## src/rtl/rh_pkg.sv

```systemverilog
package rh_pkg;

    // Power switching mode held in bits 1:0 of the mode byte
    typedef enum logic [1:0] {
        PSW_GANGED   = 2'b00,
        PSW_PER_PORT = 2'b01,
        PSW_FIXED    = 2'b10,
        PSW_FIXED_B  = 2'b11
    } psw_mode_e;

    // Live state of one port
    typedef struct packed {
        logic pwr;
        logic susp;
        logic en;
        logic conn;
    } port_state_t;

    // Change flags of one port, bit order equals change byte bits 4:0
    typedef struct packed {
        logic rst;
        logic oc;
        logic susp;
        logic en;
        logic conn;
    } port_chg_t;

    localparam logic [7:0] MODE_WMASK   = 8'h1B;
    localparam logic [4:0] CHG_W1C_MASK = 5'h1F;

    localparam int HUB_MODE_OFS = 0;
    localparam int HUB_MASK_OFS = 1;
    localparam int HUB_CLR_OFS  = 2;
    localparam int HUB_SET_OFS  = 3;
    localparam int PORT_BASE    = 4;
    localparam int PORT_STRIDE  = 4;
    localparam int PORT_CMD_REL = 0;
    localparam int PORT_PWR_REL = 1;
    localparam int PORT_CHG_REL = 2;

    function automatic int port_addr(int p, int rel);
        return PORT_BASE + PORT_STRIDE * p + rel;
    endfunction

    // Writable bits of the mask byte: bit p+1 for each port p
    function automatic logic [7:0] mask_wmask(int n);
        logic [7:0] m;
        m = '0;
        for (int i = 0; i < n; i++) m[i+1] = 1'b1;
        return m;
    endfunction

    function automatic logic [7:0] status_byte(port_state_t s);
        return {5'b0, s.susp, s.en, s.conn};
    endfunction

    function automatic logic [7:0] change_byte(port_chg_t c);
        return {3'b0, c};
    endfunction

    // Is a port affected by the global set and clear strobes
    function automatic logic global_sel(psw_mode_e m, logic masked);
        return (m == PSW_GANGED) || ((m == PSW_PER_PORT) && !masked);
    endfunction

endpackage

```

## src/rtl/rh_addr_dec.sv

```systemverilog
module rh_addr_dec
    import rh_pkg::*;
#(
    parameter int NUM_PORTS = 2,
    parameter int ADDR_W    = 4
) (
    input  logic                 wr_en,
    input  logic [ADDR_W-1:0]    wr_addr,
    output logic                 hit_mode,
    output logic                 hit_mask,
    output logic                 hit_clr,
    output logic                 hit_set,
    output logic [NUM_PORTS-1:0] hit_cmd,
    output logic [NUM_PORTS-1:0] hit_pwr,
    output logic [NUM_PORTS-1:0] hit_chg
);

    always_comb begin
        hit_mode = wr_en && (wr_addr == ADDR_W'(HUB_MODE_OFS));
        hit_mask = wr_en && (wr_addr == ADDR_W'(HUB_MASK_OFS));
        hit_clr  = wr_en && (wr_addr == ADDR_W'(HUB_CLR_OFS));
        hit_set  = wr_en && (wr_addr == ADDR_W'(HUB_SET_OFS));
    end

    for (genvar p = 0; p < NUM_PORTS; p++) begin : g_port_dec
        localparam int CMD_A = port_addr(p, PORT_CMD_REL);
        localparam int PWR_A = port_addr(p, PORT_PWR_REL);
        localparam int CHG_A = port_addr(p, PORT_CHG_REL);
        assign hit_cmd[p] = wr_en && (wr_addr == ADDR_W'(CMD_A));
        assign hit_pwr[p] = wr_en && (wr_addr == ADDR_W'(PWR_A));
        assign hit_chg[p] = wr_en && (wr_addr == ADDR_W'(CHG_A));
    end

endmodule

```

## src/rtl/rh_hub_ctrl.sv

```systemverilog
module rh_hub_ctrl
    import rh_pkg::*;
#(
    parameter int NUM_PORTS = 2
) (
    input  logic                 clk,
    input  logic                 rst,
    input  logic                 hit_mode,
    input  logic                 hit_mask,
    input  logic                 hit_clr,
    input  logic                 hit_set,
    input  logic [NUM_PORTS-1:0] hit_pwr,
    input  logic [7:0]           wr_data,
    output logic [7:0]           mode_o,
    output logic [7:0]           mask_o,
    output logic [NUM_PORTS-1:0] pwr_on,
    output logic [NUM_PORTS-1:0] pwr_off
);

    localparam logic [7:0] MASK_WMASK = mask_wmask(NUM_PORTS);

    logic [7:0] mode_q;
    logic [7:0] mask_q;
    psw_mode_e  mode_cur;

    always_ff @(posedge clk) begin
        if (rst) begin
            mode_q <= '0;
            mask_q <= '0;
        end else begin
            if (hit_mode) mode_q <= wr_data & MODE_WMASK;
            if (hit_mask) mask_q <= wr_data & MASK_WMASK;
        end
    end

    assign mode_cur = psw_mode_e'(mode_q[1:0]);
    assign mode_o   = mode_q;
    assign mask_o   = mask_q;

    // Power requests use the mode and mask held before this write
    for (genvar p = 0; p < NUM_PORTS; p++) begin : g_pwr_req
        logic sel_glob;
        logic own_ok;
        always_comb begin
            sel_glob   = global_sel(mode_cur, mask_q[p+1]);
            own_ok     = (mode_cur == PSW_GANGED) && mask_q[p+1];
            pwr_off[p] = (hit_clr && wr_data[0] && sel_glob)
                       || (hit_pwr[p] && wr_data[1] && own_ok);
            pwr_on[p]  = (hit_set && wr_data[0] && sel_glob)
                       || (hit_mode && wr_data[1])
                       || (hit_pwr[p] && wr_data[0] && own_ok);
        end
    end

endmodule

```

## src/rtl/rh_port.sv

```systemverilog
module rh_port
    import rh_pkg::*;
(
    input  logic       clk,
    input  logic       rst,
    input  logic       cmd_wr,
    input  logic       chg_wr,
    input  logic [4:0] wr_bits,
    input  logic       pwr_on,
    input  logic       pwr_off,
    input  logic       attach,
    output logic       powered,
    output logic [7:0] status_o,
    output logic [7:0] change_o
);

    port_state_t st_q, st_n;
    port_chg_t   ch_q, ch_n;

    always_comb begin
        st_n = st_q;
        ch_n = ch_q;

        // Command byte: each request is judged on the connect state before the write
        if (cmd_wr) begin
            if (wr_bits[4]) begin
                if (st_q.conn) ch_n.rst = 1'b1;
                else           ch_n.conn = 1'b1;
            end
            if (wr_bits[3]) st_n.susp = 1'b0;
            if (wr_bits[2]) st_n.susp = 1'b1;
            if (wr_bits[1]) begin
                if (st_q.conn) st_n.en = 1'b1;
                else           ch_n.conn = 1'b1;
            end
            if (wr_bits[0]) begin
                if (st_q.conn) st_n.en = 1'b0;
                else           ch_n.conn = 1'b1;
            end
            if (st_q.susp && !st_n.susp) ch_n.susp = 1'b1;
        end

        if (chg_wr) ch_n = port_chg_t'(ch_n & ~(wr_bits & CHG_W1C_MASK));

        // Losing power drops the link state and its flags, overcurrent excepted
        if (pwr_off) begin
            st_n.pwr  = 1'b0;
            st_n.conn = 1'b0;
            st_n.en   = 1'b0;
            st_n.susp = 1'b0;
            ch_n.conn = 1'b0;
            ch_n.en   = 1'b0;
            ch_n.susp = 1'b0;
            ch_n.rst  = 1'b0;
        end
        if (pwr_on) st_n.pwr = 1'b1;

        if (attach && st_n.pwr) begin
            st_n.conn = 1'b1;
            ch_n.conn = 1'b1;
        end
    end

    always_ff @(posedge clk) begin
        if (rst) begin
            st_q <= '0;
            ch_q <= '0;
        end else begin
            st_q <= st_n;
            ch_q <= ch_n;
        end
    end

    assign powered  = st_q.pwr;
    assign status_o = status_byte(st_q);
    assign change_o = change_byte(ch_q);

endmodule

```

## src/rtl/rh_root_hub_regs.sv

```systemverilog
module rh_root_hub_regs
    import rh_pkg::*;
#(
    parameter int NUM_PORTS = 2,
    parameter int ADDR_W    = 4
) (
    input  logic                   clk,
    input  logic                   rst,
    input  logic                   wr_en,
    input  logic [ADDR_W-1:0]      wr_addr,
    input  logic [7:0]             wr_data,
    input  logic [NUM_PORTS-1:0]   attach,
    output logic [7:0]             mode_o,
    output logic [7:0]             mask_o,
    output logic [NUM_PORTS-1:0]   port_power_o,
    output logic [8*NUM_PORTS-1:0] port_status_o,
    output logic [8*NUM_PORTS-1:0] port_change_o
);

    logic                 hit_mode, hit_mask, hit_clr, hit_set;
    logic [NUM_PORTS-1:0] hit_cmd, hit_pwr, hit_chg;
    logic [NUM_PORTS-1:0] pwr_on, pwr_off;

    rh_addr_dec #(
        .NUM_PORTS (NUM_PORTS),
        .ADDR_W    (ADDR_W)
    ) u_dec (
        .wr_en    (wr_en),
        .wr_addr  (wr_addr),
        .hit_mode (hit_mode),
        .hit_mask (hit_mask),
        .hit_clr  (hit_clr),
        .hit_set  (hit_set),
        .hit_cmd  (hit_cmd),
        .hit_pwr  (hit_pwr),
        .hit_chg  (hit_chg)
    );

    rh_hub_ctrl #(
        .NUM_PORTS (NUM_PORTS)
    ) u_hub (
        .clk      (clk),
        .rst      (rst),
        .hit_mode (hit_mode),
        .hit_mask (hit_mask),
        .hit_clr  (hit_clr),
        .hit_set  (hit_set),
        .hit_pwr  (hit_pwr),
        .wr_data  (wr_data),
        .mode_o   (mode_o),
        .mask_o   (mask_o),
        .pwr_on   (pwr_on),
        .pwr_off  (pwr_off)
    );

    for (genvar p = 0; p < NUM_PORTS; p++) begin : g_port
        rh_port u_port (
            .clk      (clk),
            .rst      (rst),
            .cmd_wr   (hit_cmd[p]),
            .chg_wr   (hit_chg[p]),
            .wr_bits  (wr_data[4:0]),
            .pwr_on   (pwr_on[p]),
            .pwr_off  (pwr_off[p]),
            .attach   (attach[p]),
            .powered  (port_power_o[p]),
            .status_o (port_status_o[8*p +: 8]),
            .change_o (port_change_o[8*p +: 8])
        );
    end

endmodule

```

## config.mk

```make
export PLATFORM = sky130hd
export DESIGN_NAME = rh_root_hub_regs
export DESIGN_NICKNAME = d
export VERILOG_FILES = /design/src/rtl/rh_pkg.sv /design/src/rtl/rh_addr_dec.sv /design/src/rtl/rh_hub_ctrl.sv /design/src/rtl/rh_port.sv /design/src/rtl/rh_root_hub_regs.sv
export SDC_FILE = /design/constraint.sdc
export NUM_CORES = 1
export LEC_CHECK = 0
export CORE_MARGIN = 8
export CORE_UTILIZATION = 39
export DETAILED_ROUTE_END_ITERATION = 12
export PLACE_DENSITY_LB_ADDON = 0.05
export REMOVE_ABC_BUFFERS = 1
export SETUP_SLACK_MARGIN = 0.2
export SYNTH_ARGS = -nofsm -noshare
export SYNTH_HDL_FRONTEND = slang
export SYNTH_SLANG_ARGS = --single-unit
```

## constraint.sdc

```tcl
create_clock -name clk -period 2.15 [get_ports clk]
set_input_delay 0.43 -clock clk [delete_from_list [all_inputs] [get_ports clk]]
set_output_delay 0.43 -clock clk [all_outputs]
set_load 0.03 [all_outputs]
```

==> flow_metrics.py <==
metrics = {
    "floorplanning": {
        "start_util_pct": 40.0,
        "core.rowCount": 21,
        "fp.dieW_microns": 74.0,
        "ios": 67,
        "die_area_sq_mm": 0.00548,
        "core_area_sq_mm": 0.00328,
        "die_h_microns": 74.0,
    },
    "worst_setup_path": {
        "crit_path_cell_trace": "clkdlybuf4s50_1, buf_4, and2b_1, and4_1, or3_1, a211oi_1",
        "required_ps": 2360,
        "cp_max_fo": 9,
        "crit_path_max_incr_delay_ps": 470,
        "r2r-start": "u_hub.mode_o[0]",
        "worstSetupEndpointType": "flip-flop",
        "critPathTopFamily": "simple AND/OR/NAND/NOR gates",
        "slowest_stage": "clkdlybuf4s50_1",
        "worstSetupPathType": "input pin to flip-flop",
        "critical_path.startpoint": "wr_addr[0]",
        "worstSetupStartpointType": "input pin",
        "cp.arrival_ps": 2120,
        "path_buf_inv": 2,
    },
    "worst_hold_path": {
        "hold_class": "flip-flop to flip-flop",
        "hp-start": "g_port[0].u_port.change_o[3]",
    },
    "run": {
        "drv_cap": 0,
    },
    "final_layout": {
        "final_common_cell": "clkdlybuf4s50_1",
        "nFillCells": 325,
        "area_delta_synth_final_pct": 35.4,
        "design_area_sq_mm": 0.00178,
        "mostFrequentLayoutCells": "35 x clkdlybuf4s50_1, 26 x conb_1, 24 x dfxtp_1, 21 x buf_4, 13 x a21oi_1",
        "seqCellArea_sq_um": 480,
        "finalNonFillerCells": 252,
        "diodes": 0,
        "multi_input_area_sq_um": 686,
        "nNetsFinal": 225,
        "final_layout_size_suffix_gt1_share_pct": 14.1,
    },
    "timing": {
        "hold_viol": 0,
        "final_max_slew_viol_count": 0,
        "min_period_ps": 1910,
        "final.period_utilization_pct": 88.8,
        "setup_viol": 0,
        "timing.fmax_ghz": 0.524,
        "fin_tns_setup_ps": 0,
        "finalClockSkew_ps": 2.52,
        "rsz0062_at_grt": "false",
    },
    "power_and_ir_drop": {
        "powerDensity_mw_per_mm2": 473,
        "peakVddDrop_mv": 0.366,
        "p_total_mw": 0.842,
        "p_leak_nw": 0.733,
    },
    "routing": {
        "detail-route-antenna-nets": 0,
        "route.detailed.drc": 0,
        "routed_wl_microns": 3560,
        "highest_layer": "met4",
        "wl_met2_microns": 1690,
        "drt-initial-drc-count": 61,
        "avgRoutedWirePerCell_microns": 14.1,
        "wl_met1_microns": 1500,
        "dr_wl_met3_microns": 328,
        "vias_per_cell": 4.94,
        "vias": 1244,
        "dr.pass1.iters": 4,
    },
    "grt": {
        "grt-ovfl-total": 0,
        "grt_max_degree": 13,
        "antenna_found_initial": 0,
        "grt_use_total_pct": 12.5,
        "grt_pass1_vias": 1172,
        "grt_pass1_wl_microns": 5410,
    },
    "clocking": {
        "clkLatencyLatePin_ps": 310,
        "cts_tree": "done",
        "cts.root.buffer_cell": "clkbuf_4",
        "path_clk_slew_ps": 120,
        "ctsLongestPathBuffers": 2,
        "cts_made_buffers": 3,
        "cts_sinks": 24,
        "cts_max_level": 1,
        "hold_buffers": 0,
    },
    "synth": {
        "avgSynthCellArea_sq_um": 8.53,
        "ys_ff_latch": 24,
        "ys_warn_count": 0,
        "ys_types": 35,
        "synth_top_area_share_pct": 36.6,
        "synth_top_cell_by_area": "dfxtp_1",
        "synth_area_sq_mm": 0.00131,
        "netlist_top_cells_area": "dfxtp_1 37%, buf_4 16%, a21oi_1 5.0%, nand2_1 3.1%, nor2_1 3.1%",
        "ys_seq_area_share_pct": 36.6,
        "syn_inst": 154,
    },
    "placed_design": {
        "port_buffers": 37,
        "dp_cells": 249,
        "dpl_cell_area_sq_mm": 0.00175,
        "place_hpwl_microns": 2880,
        "place.gp.congestion": 0.878,
    },
    "run_status": {
        "outcome": "completed",
    },
}
## area by class of cell
cell class | instances | share of cell area, %
well taps | 46 | 3.23
clock buffers | 3 | 1.27
flip-flops and latches | 24 | 27.0
multi-input cells | 121 | 38.5
repair buffers | 58 | 30.0
## cells in the mapped netlist
library cell  count
o211ai_2          2
dfxtp_1          24
a22oi_1           2
a211oi_1          2
nor3_1            7
buf_4            28
a21o_2            1
a21oi_1          13
o21ai_0           3
o21a_1            2
or4b_4            1
nand4b_1          1
nand2b_1          4
buf_2             1
nand3b_1          4
nor2_1           11
a21o_4            1
or3_1             2
nand2_1          11
a31oi_1           6
a311oi_1          2
conb_1            1
and3_1            2
or3b_1            1
and2b_1           1
mux2i_1           1
clkbuf_1          4
a22o_1            4
nor3b_1           1
nand4_1           2
buf_6             1
and3b_1           1
nand4bb_1         1
nand3_1           4
and4_1            2
## kinds of logic (layout without fill, tap and decap cells)
kind of cell / count (synthesis) / in the layout / share of synthesized area, %
AOI/OAI and AO/OA: 38 / 38 / 20.1
buffers and inverters: 34 / 61 / 18.4
DFF: 24 / 24 / 36.6
muxes: 1 / 1 / 0.762
other: 1 / 26 / 0.285
and+or+nand+nor: 56 / 56 / 23.9
## where the power goes
part / internal [mW] / leakage (nW) / switching, mW / total [mW]
clock: 0.0654 / 0.0138 / 0.126 / 0.191
sequential: 0.450 / 0.194 / 0.00496 / 0.455
combinational: 0.0689 / 0.526 / 0.126 / 0.195
total: 0.585 / 0.733 / 0.257 / 0.842
## worst min-delay path, cell delays in order (launching register included)
cell	delay [ps]
dfxtp_1	330
nand2b_1	60
a21oi_1	40
## final timing paths
| check | endpoint | slack, ps | cells past startpoint |
|---|---|---|---|
| setup / recovery | flip-flop | 240 | 6 |
| hold / removal | g_port[0].u_port.change_o[3] | 460 | 2 |
| setup reg to reg | g_port[0].u_port.change_o[0] | 430 | 5 |
| hold reg to reg | g_port[0].u_port.change_o[3] | 460 | 2 |
## registers in the layout, summed over array words and instances (netlist names), named ones only
register,cells
g_port.u_port.change_o,8
g_port.u_port.status_o,6
u_hub.mode_o,4
g_port.u_port.powered,2
u_hub.mask_o,2
## routing by layer
metal | track usage [%] | up-vias
met5 | 0 | -
li1 | - | 610
met1 | 14.5 | 589
met2 | 21.1 | 41
met3 | 4.45 | 4
met4 | 3.55 | 0
## through the flow
| stage | hold slack [ps] | setup WS (ps) | util (%) |
|---|---|---|---|
| 3_3_place_gp | 439 | -110 | 53.3 |
| 5_1_grt | 498 | 196 | 54.2 |
| 6_report | 461 | 241 | 54.2 |
| 2_1_floorplan | 499 | 140 | - |
| 3_5_place_dp | 444 | -102 | 53.3 |
| 4_1_cts | 466 | 225 | 54.0 |
## timing repair
item / CTS / global route
gates resized for setup: 0 / 2
buffers inserted: 0 / 0
setup endpoints to repair: 0 / 3
(Power assumes the default switching activity.)
